$ cat config.mk
export PLATFORM = sky130hd
export DESIGN_NAME = nand_op_waiter
export DESIGN_NICKNAME = d
export VERILOG_FILES = /design/src/rtl/nwait_pkg.sv /design/src/rtl/nwait_timebase.sv /design/src/rtl/nwait_tick_counter.sv /design/src/rtl/nand_op_waiter.sv
export SDC_FILE = /design/constraint.sdc
export NUM_CORES = 1
export LEC_CHECK = 0
export BUFFER_PORTS_ARGS = -buffer_cell sky130_fd_sc_hd__buf_2
export CAP_MARGIN = 10
export CORE_MARGIN = 2
export CORE_UTILIZATION = 45
export CTS_CLUSTER_SIZE = 40
export DETAILED_ROUTE_END_ITERATION = 7
export GPL_TIMING_DRIVEN = 0
export PLACE_DENSITY_LB_ADDON = 0.05
export SETUP_SLACK_MARGIN = 0.15
export SYNTH_ARGS = -nofsm -noshare
export SYNTH_HDL_FRONTEND = slang
export SYNTH_HIERARCHICAL = 1
export SYNTH_SLANG_ARGS = --single-unit
$ cat constraint.sdc
create_clock -name clk_i -period 4.42 [get_ports clk_i]
set_clock_uncertainty 0.2 [all_clocks]
set_input_delay 1.326 -clock clk_i [delete_from_list [all_inputs] [get_ports clk_i]]
set_output_delay 1.326 -clock clk_i [all_outputs]
set_load 0.01 [all_outputs]
$ cat src/rtl/nwait_pkg.sv
package nwait_pkg;

   typedef enum logic [2:0] {
      ST_IDLE,
      ST_CMD,
      ST_WAIT,
      ST_SETTLE,
      ST_READ
   } nwait_state_e;

   function automatic int unsigned max3(input int unsigned a, input int unsigned b,
                                        input int unsigned c);
      int unsigned m;
      m = (a > b) ? a : b;
      return (m > c) ? m : c;
   endfunction

endpackage

$ cat src/rtl/nwait_timebase.sv
// Millisecond tick prescaler: one tick every DIV enabled cycles.
module nwait_timebase #(
   parameter int unsigned DIV = 1000
) (
   input  logic clk_i,
   input  logic rst_ni,
   input  logic clr_i,
   output logic tick_o
);
   generate
      if (DIV == 1) begin : g_direct
         logic unused_direct;
         assign unused_direct = ^{clk_i, rst_ni};
         assign tick_o = !clr_i;
      end else begin : g_div
         localparam int unsigned PW = $clog2(DIV);
         localparam logic [PW-1:0] LAST = PW'(DIV - 1);
         logic [PW-1:0] pre_q;

         always_ff @(posedge clk_i) begin
            if (!rst_ni || clr_i) pre_q <= '0;
            else if (pre_q == LAST) pre_q <= '0;
            else pre_q <= pre_q + 1'b1;
         end

         assign tick_o = !clr_i && (pre_q == LAST);
      end
   endgenerate
endmodule

$ cat src/rtl/nwait_tick_counter.sv
// Saturating tick counter compared against a selectable limit.
module nwait_tick_counter #(
   parameter int unsigned W = 9
) (
   input  logic         clk_i,
   input  logic         rst_ni,
   input  logic         clr_i,
   input  logic         tick_i,
   input  logic [W-1:0] limit_i,
   output logic         hit_o
);
   logic [W-1:0] cnt_q;

   always_ff @(posedge clk_i) begin
      if (!rst_ni || clr_i) cnt_q <= '0;
      else if (tick_i && (cnt_q != limit_i)) cnt_q <= cnt_q + 1'b1;
   end

   assign hit_o = (cnt_q == limit_i);
endmodule

$ cat src/rtl/nand_op_waiter.sv
module nand_op_waiter
   import nwait_pkg::*;
#(
   parameter int unsigned CLK_KHZ       = 250000,
   parameter int unsigned ERASE_MS      = 400,
   parameter int unsigned PROG_MS       = 20,
   parameter int unsigned SETTLE_TICKS  = 10,
   parameter logic [7:0]  CMD_STATUS    = 8'h70,
   parameter logic [7:0]  CMD_STATUS_MP = 8'h71,
   parameter int unsigned READY_BIT     = 6,
   parameter int unsigned FAIL_BIT      = 0
) (
   input  logic       clk_i,
   input  logic       rst_ni,
   input  logic       start_i,
   input  logic       op_erase_i,
   input  logic       multi_plane_i,
   input  logic       use_rb_i,
   output logic       cmd_valid_o,
   output logic [7:0] cmd_code_o,
   input  logic       cmd_ready_i,
   output logic       rd_req_o,
   input  logic       rd_valid_i,
   input  logic [7:0] rd_data_i,
   input  logic       rb_ready_i,
   output logic       busy_o,
   output logic       done_o,
   output logic [7:0] status_o,
   output logic       fail_o,
   output logic       timeout_o
);
   localparam int unsigned LIM_MAX = max3(ERASE_MS, PROG_MS, SETTLE_TICKS);
   localparam int unsigned CW      = $clog2(LIM_MAX + 1);

   generate
      if (CLK_KHZ < 1) begin : g_bad_clk
         $error("CLK_KHZ must be at least 1");
      end
      if (ERASE_MS < 1 || PROG_MS < 1 || SETTLE_TICKS < 1) begin : g_bad_lim
         $error("timeout and settle limits must be at least 1");
      end
      if (READY_BIT > 7 || FAIL_BIT > 7 || READY_BIT == FAIL_BIT) begin : g_bad_bits
         $error("status bit positions must be distinct and below 8");
      end
   endgenerate

   nwait_state_e state_q;
   logic         erase_q, mp_q, use_rb_q;
   logic [7:0]   status_q;
   logic         fail_q, tmo_q, done_q;

   logic         in_wait, in_settle;
   logic         ready_seen, resp_seen, wait_exit;
   logic         cnt_clr, tick, cnt_hit;
   logic [CW-1:0] limit;

   assign in_wait    = (state_q == ST_WAIT);
   assign in_settle  = (state_q == ST_SETTLE);
   assign resp_seen  = use_rb_q ? 1'b1 : rd_valid_i;
   assign ready_seen = use_rb_q ? rb_ready_i : (rd_valid_i && rd_data_i[READY_BIT]);
   assign wait_exit  = in_wait && (ready_seen || (cnt_hit && resp_seen));
   assign cnt_clr    = !(in_wait || in_settle) || wait_exit;
   assign limit      = in_settle ? CW'(SETTLE_TICKS)
                                 : (erase_q ? CW'(ERASE_MS) : CW'(PROG_MS));

   nwait_timebase #(.DIV(CLK_KHZ)) u_tb (
      .clk_i  (clk_i),
      .rst_ni (rst_ni),
      .clr_i  (cnt_clr),
      .tick_o (tick)
   );

   nwait_tick_counter #(.W(CW)) u_cnt (
      .clk_i   (clk_i),
      .rst_ni  (rst_ni),
      .clr_i   (cnt_clr),
      .tick_i  (tick),
      .limit_i (limit),
      .hit_o   (cnt_hit)
   );

   always_ff @(posedge clk_i) begin
      if (!rst_ni) begin
         state_q  <= ST_IDLE;
         erase_q  <= 1'b0;
         mp_q     <= 1'b0;
         use_rb_q <= 1'b0;
         status_q <= '0;
         fail_q   <= 1'b0;
         tmo_q    <= 1'b0;
         done_q   <= 1'b0;
      end else begin
         case (state_q)
            ST_IDLE: if (start_i) begin
               erase_q  <= op_erase_i;
               mp_q     <= multi_plane_i;
               use_rb_q <= use_rb_i;
               status_q <= '0;
               fail_q   <= 1'b0;
               tmo_q    <= 1'b0;
               done_q   <= 1'b0;
               state_q  <= ST_CMD;
            end
            ST_CMD: if (cmd_ready_i) state_q <= ST_WAIT;
            ST_WAIT: if (wait_exit) begin
               state_q <= ST_SETTLE;
               if (!ready_seen) tmo_q <= 1'b1;
            end
            ST_SETTLE: if (cnt_hit) state_q <= ST_READ;
            ST_READ: if (rd_valid_i) begin
               status_q <= rd_data_i;
               fail_q   <= rd_data_i[FAIL_BIT];
               done_q   <= 1'b1;
               state_q  <= ST_IDLE;
            end
            default: state_q <= ST_IDLE;
         endcase
      end
   end

   assign cmd_valid_o = (state_q == ST_CMD);
   assign cmd_code_o  = (erase_q && mp_q) ? CMD_STATUS_MP : CMD_STATUS;
   assign rd_req_o    = (in_wait && !use_rb_q) || (state_q == ST_READ);
   assign busy_o      = (state_q != ST_IDLE);
   assign done_o      = done_q;
   assign status_o    = status_q;
   assign fail_o      = fail_q;
   assign timeout_o   = tmo_q;

   // request and code held until accepted
   a_r1_cmd_hold: assert property (@(posedge clk_i) disable iff (!rst_ni)
      cmd_valid_o && !cmd_ready_i |=> cmd_valid_o && $stable(cmd_code_o));

   // timeout flag only rises after the limit counter reached its limit
   a_r5_tmo_after_limit: assert property (@(posedge clk_i) disable iff (!rst_ni)
      $rose(timeout_o) |-> $past(cnt_hit));

   // final read only after the settle count completes
   a_r6_settle_done: assert property (@(posedge clk_i) disable iff (!rst_ni)
      (state_q == ST_READ && $past(state_q) == ST_SETTLE) |-> $past(cnt_hit));

   // pass/fail flag agrees with the captured byte
   a_r7_fail_bit: assert property (@(posedge clk_i) disable iff (!rst_ni)
      done_o |-> (fail_o == status_o[FAIL_BIT]));

   // results stay put while idle
   a_r8_hold: assert property (@(posedge clk_i) disable iff (!rst_ni)
      !busy_o && !start_i |=> $stable(status_o) && $stable(fail_o)
                              && $stable(timeout_o) && $stable(done_o));

   // operation settings not relatched while busy
   a_r9_no_relatch: assert property (@(posedge clk_i) disable iff (!rst_ni)
      busy_o && start_i |=> $stable(erase_q) && $stable(mp_q) && $stable(use_rb_q));

endmodule

**Yosys cells after proc, flatten, opt, wreduce, memory -nomap -nowiden**

Index checks and enable logic that the tools add are counted.

- Memories kept: 0
- ROM bits: 0
- Output and inout port bits: 22
- Bits in latches: 0
- Bits of input ports: 17
- RAM bits: 0
- Word-level logic and storage cells: 72
- Register bits: 44

- Multipliers: 0
- Reductions and logical operators: 25
- Shift operators: 0
- Bitwise logic cells: 0
- $lt $le $gt $ge: 0
- $add $sub $neg: 2
- Divide/modulo/power cells: 0
- Equality and inequality tests: 13
- Mux-type cells: 22

Operators by type and width:

| kind | count |
|---|---|
| adder 18 x 1 -> 18 bit (second input constant) | 1 |
| == test 18 bit (second input constant) | 1 |
| two-way mux 9 bit | 2 |
| two-way mux 8 bit | 2 |
| one-hot mux 8 bit (2 select lines) | 1 |
| two-way mux 3 bit | 5 |
| one-hot mux 3 bit (5 select lines) | 1 |
| adder 9 x 1 -> 9 bit (second input constant) | 1 |
| == test 9 bit | 1 |
| inequality test 9 bit | 1 |
| two-way mux 1 bit | 8 |
| logical AND 1 bit | 7 |
| == test 3 x 2 -> 1 bit (second input constant) | 2 |
| inequality test 2 x 1 -> 1 bit (second input constant) | 3 |
| inequality test 2 bit (second input constant) | 3 |
| one-hot mux 1 bit (2 select lines) | 3 |
| logical OR 1 bit | 5 |
| AND reduction 5 bit | 1 |
| logical NOT 1 bit | 4 |
| AND reduction 4 bit | 1 |
| nonzero test 2 bit | 2 |
| == test 3 x 1 -> 1 bit (second input constant) | 1 |
| == test 3 bit (second input constant) | 1 |
| logical NOT 3 bit | 1 |
| other kinds (4) | 4 |

**Logic depth before layout (Yosys ltp)**

- Word-level depth: 10
- Gate-level depth with buffers: 18
- Depth with buffers taken out: 17

**Modules after synthesis**

The synthesis kept the hierarchy.

Modules (own cells, without submodules):

| module | cells each | times used | area an instance (µm²) | sequential area each (µm²) |
|---|---|---|---|---|
| nand_op_waiter | 86 | 1 | 845.8 | 320.3 |
| nwait_timebase | 94 | 1 | 825.8 | 360.3 |
| nwait_tick_counter | 65 | 1 | 561.8 | 180.2 |

**Worst setup path before layout**

OpenSTA, ideal clock, no wires.

- Path type: reg2reg
- From: register state_q[0]
- To: register u_cnt.cnt_q[8]
- Data arrival time: 3.120 ns
- Required time: 4.150 ns
- Stages on the path, launching flop included: 16
- Path slack: 1.030 ns
- Cells stage by stage: dfxtp_1 buf_2 and2_2 inv_2 and2_1 xor2_1 nor4_2 and3_4 o22ai_1 and2_1 nor2_1 nor2_1 and3_2 and3_1 a31o_1 a21oi_1

- Word-level cells in the longest chain between the ends: 10
- Elaborated cells between the ends (all ways): 15
- Those cells by class: eq/ne: 4; mux: 1; reduce/logical: 10

Ends and longest elaborated chain:

| item | RTL line | RTL |
|---|---|---|
| start: declaration | nand_op_waiter.sv:47 | `nwait_state_e state_q;` |
| start signal: assignment | nand_op_waiter.sv:84 | `state_q <= ST_IDLE;` |
| start signal: assignment | nand_op_waiter.sv:102 | `state_q <= ST_CMD;` |
| start signal: assignment | nand_op_waiter.sv:104 | `ST_CMD: if (cmd_ready_i) state_q <= ST_WAIT;` |
| == test 3 x 2 -> 1 bit | nand_op_waiter.sv:58 | `assign in_settle = (state_q == ST_SETTLE);` |
| net in_settle | nand_op_waiter.sv:52 | `logic in_wait, in_settle;` |
| two-way mux 9 bit | nand_op_waiter.sv:63 | `assign limit = in_settle ? CW'(SETTLE_TICKS)` |
| net limit[4] | nand_op_waiter.sv:55 | `logic [CW-1:0] limit;` |
| == test 9 bit | nwait_tick_counter.sv:19 | `assign hit_o = (cnt_q == limit_i);` |
| net cnt_hit | nand_op_waiter.sv:54 | `logic cnt_clr, tick, cnt_hit;` |
| logical AND 1 bit | nand_op_waiter.sv:61 | `assign wait_exit = in_wait && (ready_seen \|\| (cnt_hit && resp_seen));` |
| logical OR 1 bit | nand_op_waiter.sv:61 |  |
| logical AND 1 bit | nand_op_waiter.sv:61 |  |
| logical OR 1 bit | nand_op_waiter.sv:62 | `assign cnt_clr = !(in_wait \|\| in_settle) \|\| wait_exit;` |
| net cnt_clr | nand_op_waiter.sv:54 |  |
| logical NOT 1 bit | nwait_timebase.sv:26 | `assign tick_o = !clr_i && (pre_q == LAST);` |
| logical AND 1 bit | nwait_timebase.sv:26 |  |
| net tick | nand_op_waiter.sv:54 |  |
| logical AND 1 bit | nwait_tick_counter.sv:16 | `else if (tick_i && (cnt_q != limit_i)) cnt_q <= cnt_q + 1'b1;` |
| end signal: assignment | nwait_tick_counter.sv:16 |  |
| end: declaration | nwait_tick_counter.sv:12 | `logic [W-1:0] cnt_q;` |

The timed path passes the listed nets, and every way through them passes these cells.
A chain may end at the register's enable or synchronous reset.

**Final worst setup path**

Ends and elaborated chain as after synthesis.

==> metrics.md <==
| Metric | Value |
|---|---|
| Hold path cells | `1` |
| First-pass GRT wire length | `between 6 and 7 mm` |
| Worst-margin pin slew | `0.635 ns` |
| Most numerous cell in the Yosys netlist | `dfxtp_1` |
| Ranking of synthesized cells by area | `dfxtp_1, xnor2_1, nor2_1` |
| Status | `completed` |
| Achievable frequency | `0.257 GHz` |
| Pleak | `1.02 nW` |
| Critical path's slowest cell | `dfxtp_1` |
| Row Count | `25` |
| Cell family with most CP delay | `simple AND/OR/NAND/NOR gates` |
| Max VDD drop | `163 µV` |
| Register area share after synthesis | `38.5%` |
| Worst path buffer plus inverter count | `2` |
| Pre-antenna DRT Iters | `4` |
| Largest net degree at the start of global routing | `15` |
| Overflow after GRT | `0` |
| Die ar. | `5540 µm²` |
| Num ports | `39` |
| WL final | `4.16 mm` |
| Root Buffer | `clkbuf_8` |
| IO Port Bufs | `31` |
| Area grow syn2layout | `16.5%` |
| Clock-pin slew on the worst setup and hold paths | `0.09 ns` |
| Placed cell areas | `approximately 2500 µm²` |
| CP startpoint kind | `flip-flop` |
| CP Data Arrival Time | `slightly below 4 ns` |
| Initial antenna violation count | `0` |
| Vias per inst | `4.91` |
| Final worst path period share | `a little under 90%` |
| Hold_sp | `u_tb/g_div.pre_q[0]$_SDFF_PP0_` |
| Gpl congestion | `approximately 0.79` |
| Crit. End Element | `flip-flop` |
| Die H | `74.5 µm` |
| DR WL/cell | `11.6 µm` |
| Top FF cell, synth | `dfxtp_1` |
| Reg-to-reg startpoint | `state_q[0]$_SDFFE_PN0P_` |
| Die Wd | `~74 µm` |
| # clock sinks | `between 40 and 50` |
| Req. time, crit path | `4.43 ns` |
| Critical path cell sequence | `buf_2 > and2_2 > inv_2 > and2_1 > xor2_1 > nor4_2 > and3_4 > o22ai_1 > and2_1 > nor2_1 > nor2_1 > and3_2 > and3_1 > a31o_1 > a21oi_1` |
| PwrDens | `286 nW/µm²` |
| Hold Vio Cnt, Final | `0` |
| Number of H-tree levels | `2` |
| Worst skew pair latency | `about 0.29 ns` |
| Crit. Startpoint | `state_q[0]$_SDFFE_PN0P_` |
| CTS tree | `yes` |
| Initial drt markers | `77` |
| TNS Setup | `0 ns` |
| Post-route cell area | `between 2000 and 3000 µm²` |
| Min cycle time layout | `roughly 3.9 ns` |
| Internal reg-to-reg setup slack | `between 0.5 and 0.6 ns` |
| Ant. Diodes | `0` |
| Hold buffers post-CTS | `0` |
| Mean post-synth cell area | `between 9 and 10 µm²` |
| Mapped cell area | `approximately 2200 µm²` |
| Vias in the first global route | `around 1.6k` |
| Setup Fix Bufs, Post-CTS | `0` |
| Share of cells above drive strength 1 | `23.3%` |
| Gr usage total | `~16%` |
| Maximum capacitance violations | `0` |
| Yosys top cell by area | `dfxtp_1` |
| Fillers | `467` |
| Dpl hpwl | `about 3.0 mm` |
| Hold Crit Class | `flip-flop to flip-flop` |
| Nets | `310` |
| Syn. warnings | `6` |
| Rel. slew slack | `57.3%` |
| Ranking of synthesized cells by instance count | `dfxtp_1, nor2_1, xnor2_1` |
| Yosys top cell area share | `38.5%` |
| Async SR Flop Fraction | `0%` |
| Antenna viol nets, final | `0` |
| Max FO, Critical Path | `10` |
| Core area | `4750 µm²` |
| Syn Inst Count | `245` |
| Initial Util | `47.0%` |
| DRC errors left | `0` |
| Reg2Reg Depth | `15` |
| Reg-to-Reg End | `u_cnt/cnt_q[8]$_SDFFE_PP0P_` |
| Synth unique cells | `between 40 and 50` |
| DR vias | `~1.8k` |
| EDFF count, synth | `0` |
| WS Path Type | `flip-flop to flip-flop` |
| Synth Register Bits | `43` |
| Place WS | `0.555 ns` |
| Total CTS buffers | `5` |
| Clock tree buffer depth | `2` |
| Hold Path End | `u_tb/g_div.pre_q[0]$_SDFF_PP0_` |
| Setup slack after layout | `0.531 ns` |
| RSZ-0062 raised after global routing | `false` |
| Post_cts resized | `0` |
| Setup violators final | `0` |
| Max-slew violation count | `0` |
| Largest stage delay on the critical path | `between 0.5 and 0.6 ns` |
metrics by stage:
stage	total power, mW	util, %	hold WS [ns]	cells
6_report	0.744	54.7	0.277	359
5_1_grt	0.781	54.7	0.286	359
3_5_place_dp	0.489	52.6	0.257	351
2_1_floorplan	0.466	-	0.229	253
4_1_cts	0.757	54.7	0.279	359
3_3_place_gp	0.489	52.6	0.251	351
registers in the layout, summed over array words and instances (netlist names):
| name | cells |
|---|---|
| u_tb/g_div.pre_q | 18 |
| u_cnt/cnt_q | 9 |
| status_o | 8 |
| state_q | 3 |
| done_o | 1 |
| erase_q | 1 |
| mp_q | 1 |
| timeout_o | 1 |
| use_rb_q | 1 |
cell families after synthesis:
logic type	count (synthesis)	share of synthesized area [%]
DFF	43	38.5
muxes	7	3.36
xor gates and xnor gates	27	10.6
buffers and inverters	25	7.34
AOI/OAI and AO/OA	34	12.3
adders and majority gates	2	1.12
and+or+nand+nor	105	26.4
other	2	0.336
worst register-to-register path, stage by stage (launching register included):
cell,delay [ns]
dfxtp_1,0.51
buf_2,0.27
and2_2,0.25
inv_2,0.05
and2_1,0.18
xor2_1,0.16
nor4_2,0.51
and3_4,0.33
o22ai_1,0.08
and2_1,0.20
nor2_1,0.19
nor2_1,0.12
and3_2,0.26
and3_1,0.20
a31o_1,0.21
a21oi_1,0.11
cell usage in the layout (no fill, tap or decap), types with 2 or more instances in the layout:
cell,instances
dfxtp_1,43
buf_2,32
nor2_1,32
xnor2_1,17
nand2_1,13
nand4_1,11
buf_4,10
conb_1,10
xor2_1,10
inv_1,9
a22o_1,8
nor2b_1,7
a21oi_1,7
nand2b_1,6
mux2i_1,6
nand3_1,6
a31oi_1,6
clkbuf_8,6
nor4_1,5
nor3_1,4
and2_1,3
a31o_1,3
buf_6,2
inv_2,2
nor3b_1,2
or3_1,2
a21o_1,2
nor3_2,2
or4_1,2
and3_1,2
ha_1,2
cell type report:
type                    instances  area (µm²)  area share, %
multi-input cells             185        1240           47.6
flip-flops and latches         43         861           33.1
repair buffers                 31         155           5.96
plain buffers                  14         123           4.71
well taps                      67        83.8           3.22
clock buffers                   6        82.6           3.17
inverters                      11        41.3           1.59
clock inverters                 2        16.3          0.625
metal layers:
layer / part of all wire, % / global-route usage [%] / vias to the layer above / wire (µm)
li1: - / - / 936 / -
met1: 52 / 22.2 / 791 / 2150
met2: 43 / 25.6 / 33 / 1790
met3: 4.6 / 3.66 / 2 / 190
met4: 0.60 / 4.17 / 0 / 25
met5: 0 / 0 / - / 0
power breakdown:
group	total [mW]	switching [mW]	internal, mW
Clock	0.264	0.136	0.128
Combinational	0.0822	0.0444	0.0378
Sequential	0.398	0.00590	0.392
how the worst max path moves through the flow:
stage	endpoint	slack (ns)	cells past startpoint
finish	u_cnt/cnt_q[8]$_SDFFE_PP0P_	0.53	15
global placement	u_cnt/cnt_q[8]$_SDFFE_PP0P_	0.61	15
CTS	u_cnt/cnt_q[8]$_SDFFE_PP0P_	0.52	15
global route	u_cnt/cnt_q[8]$_SDFFE_PP0P_	0.22	15
detailed placement	u_cnt/cnt_q[8]$_SDFFE_PP0P_	0.55	15
floorplan	u_cnt/cnt_q[8]$_SDFFE_PP0P_	1.03	15
No activity file was read; power rests on OpenSTA's default activity.
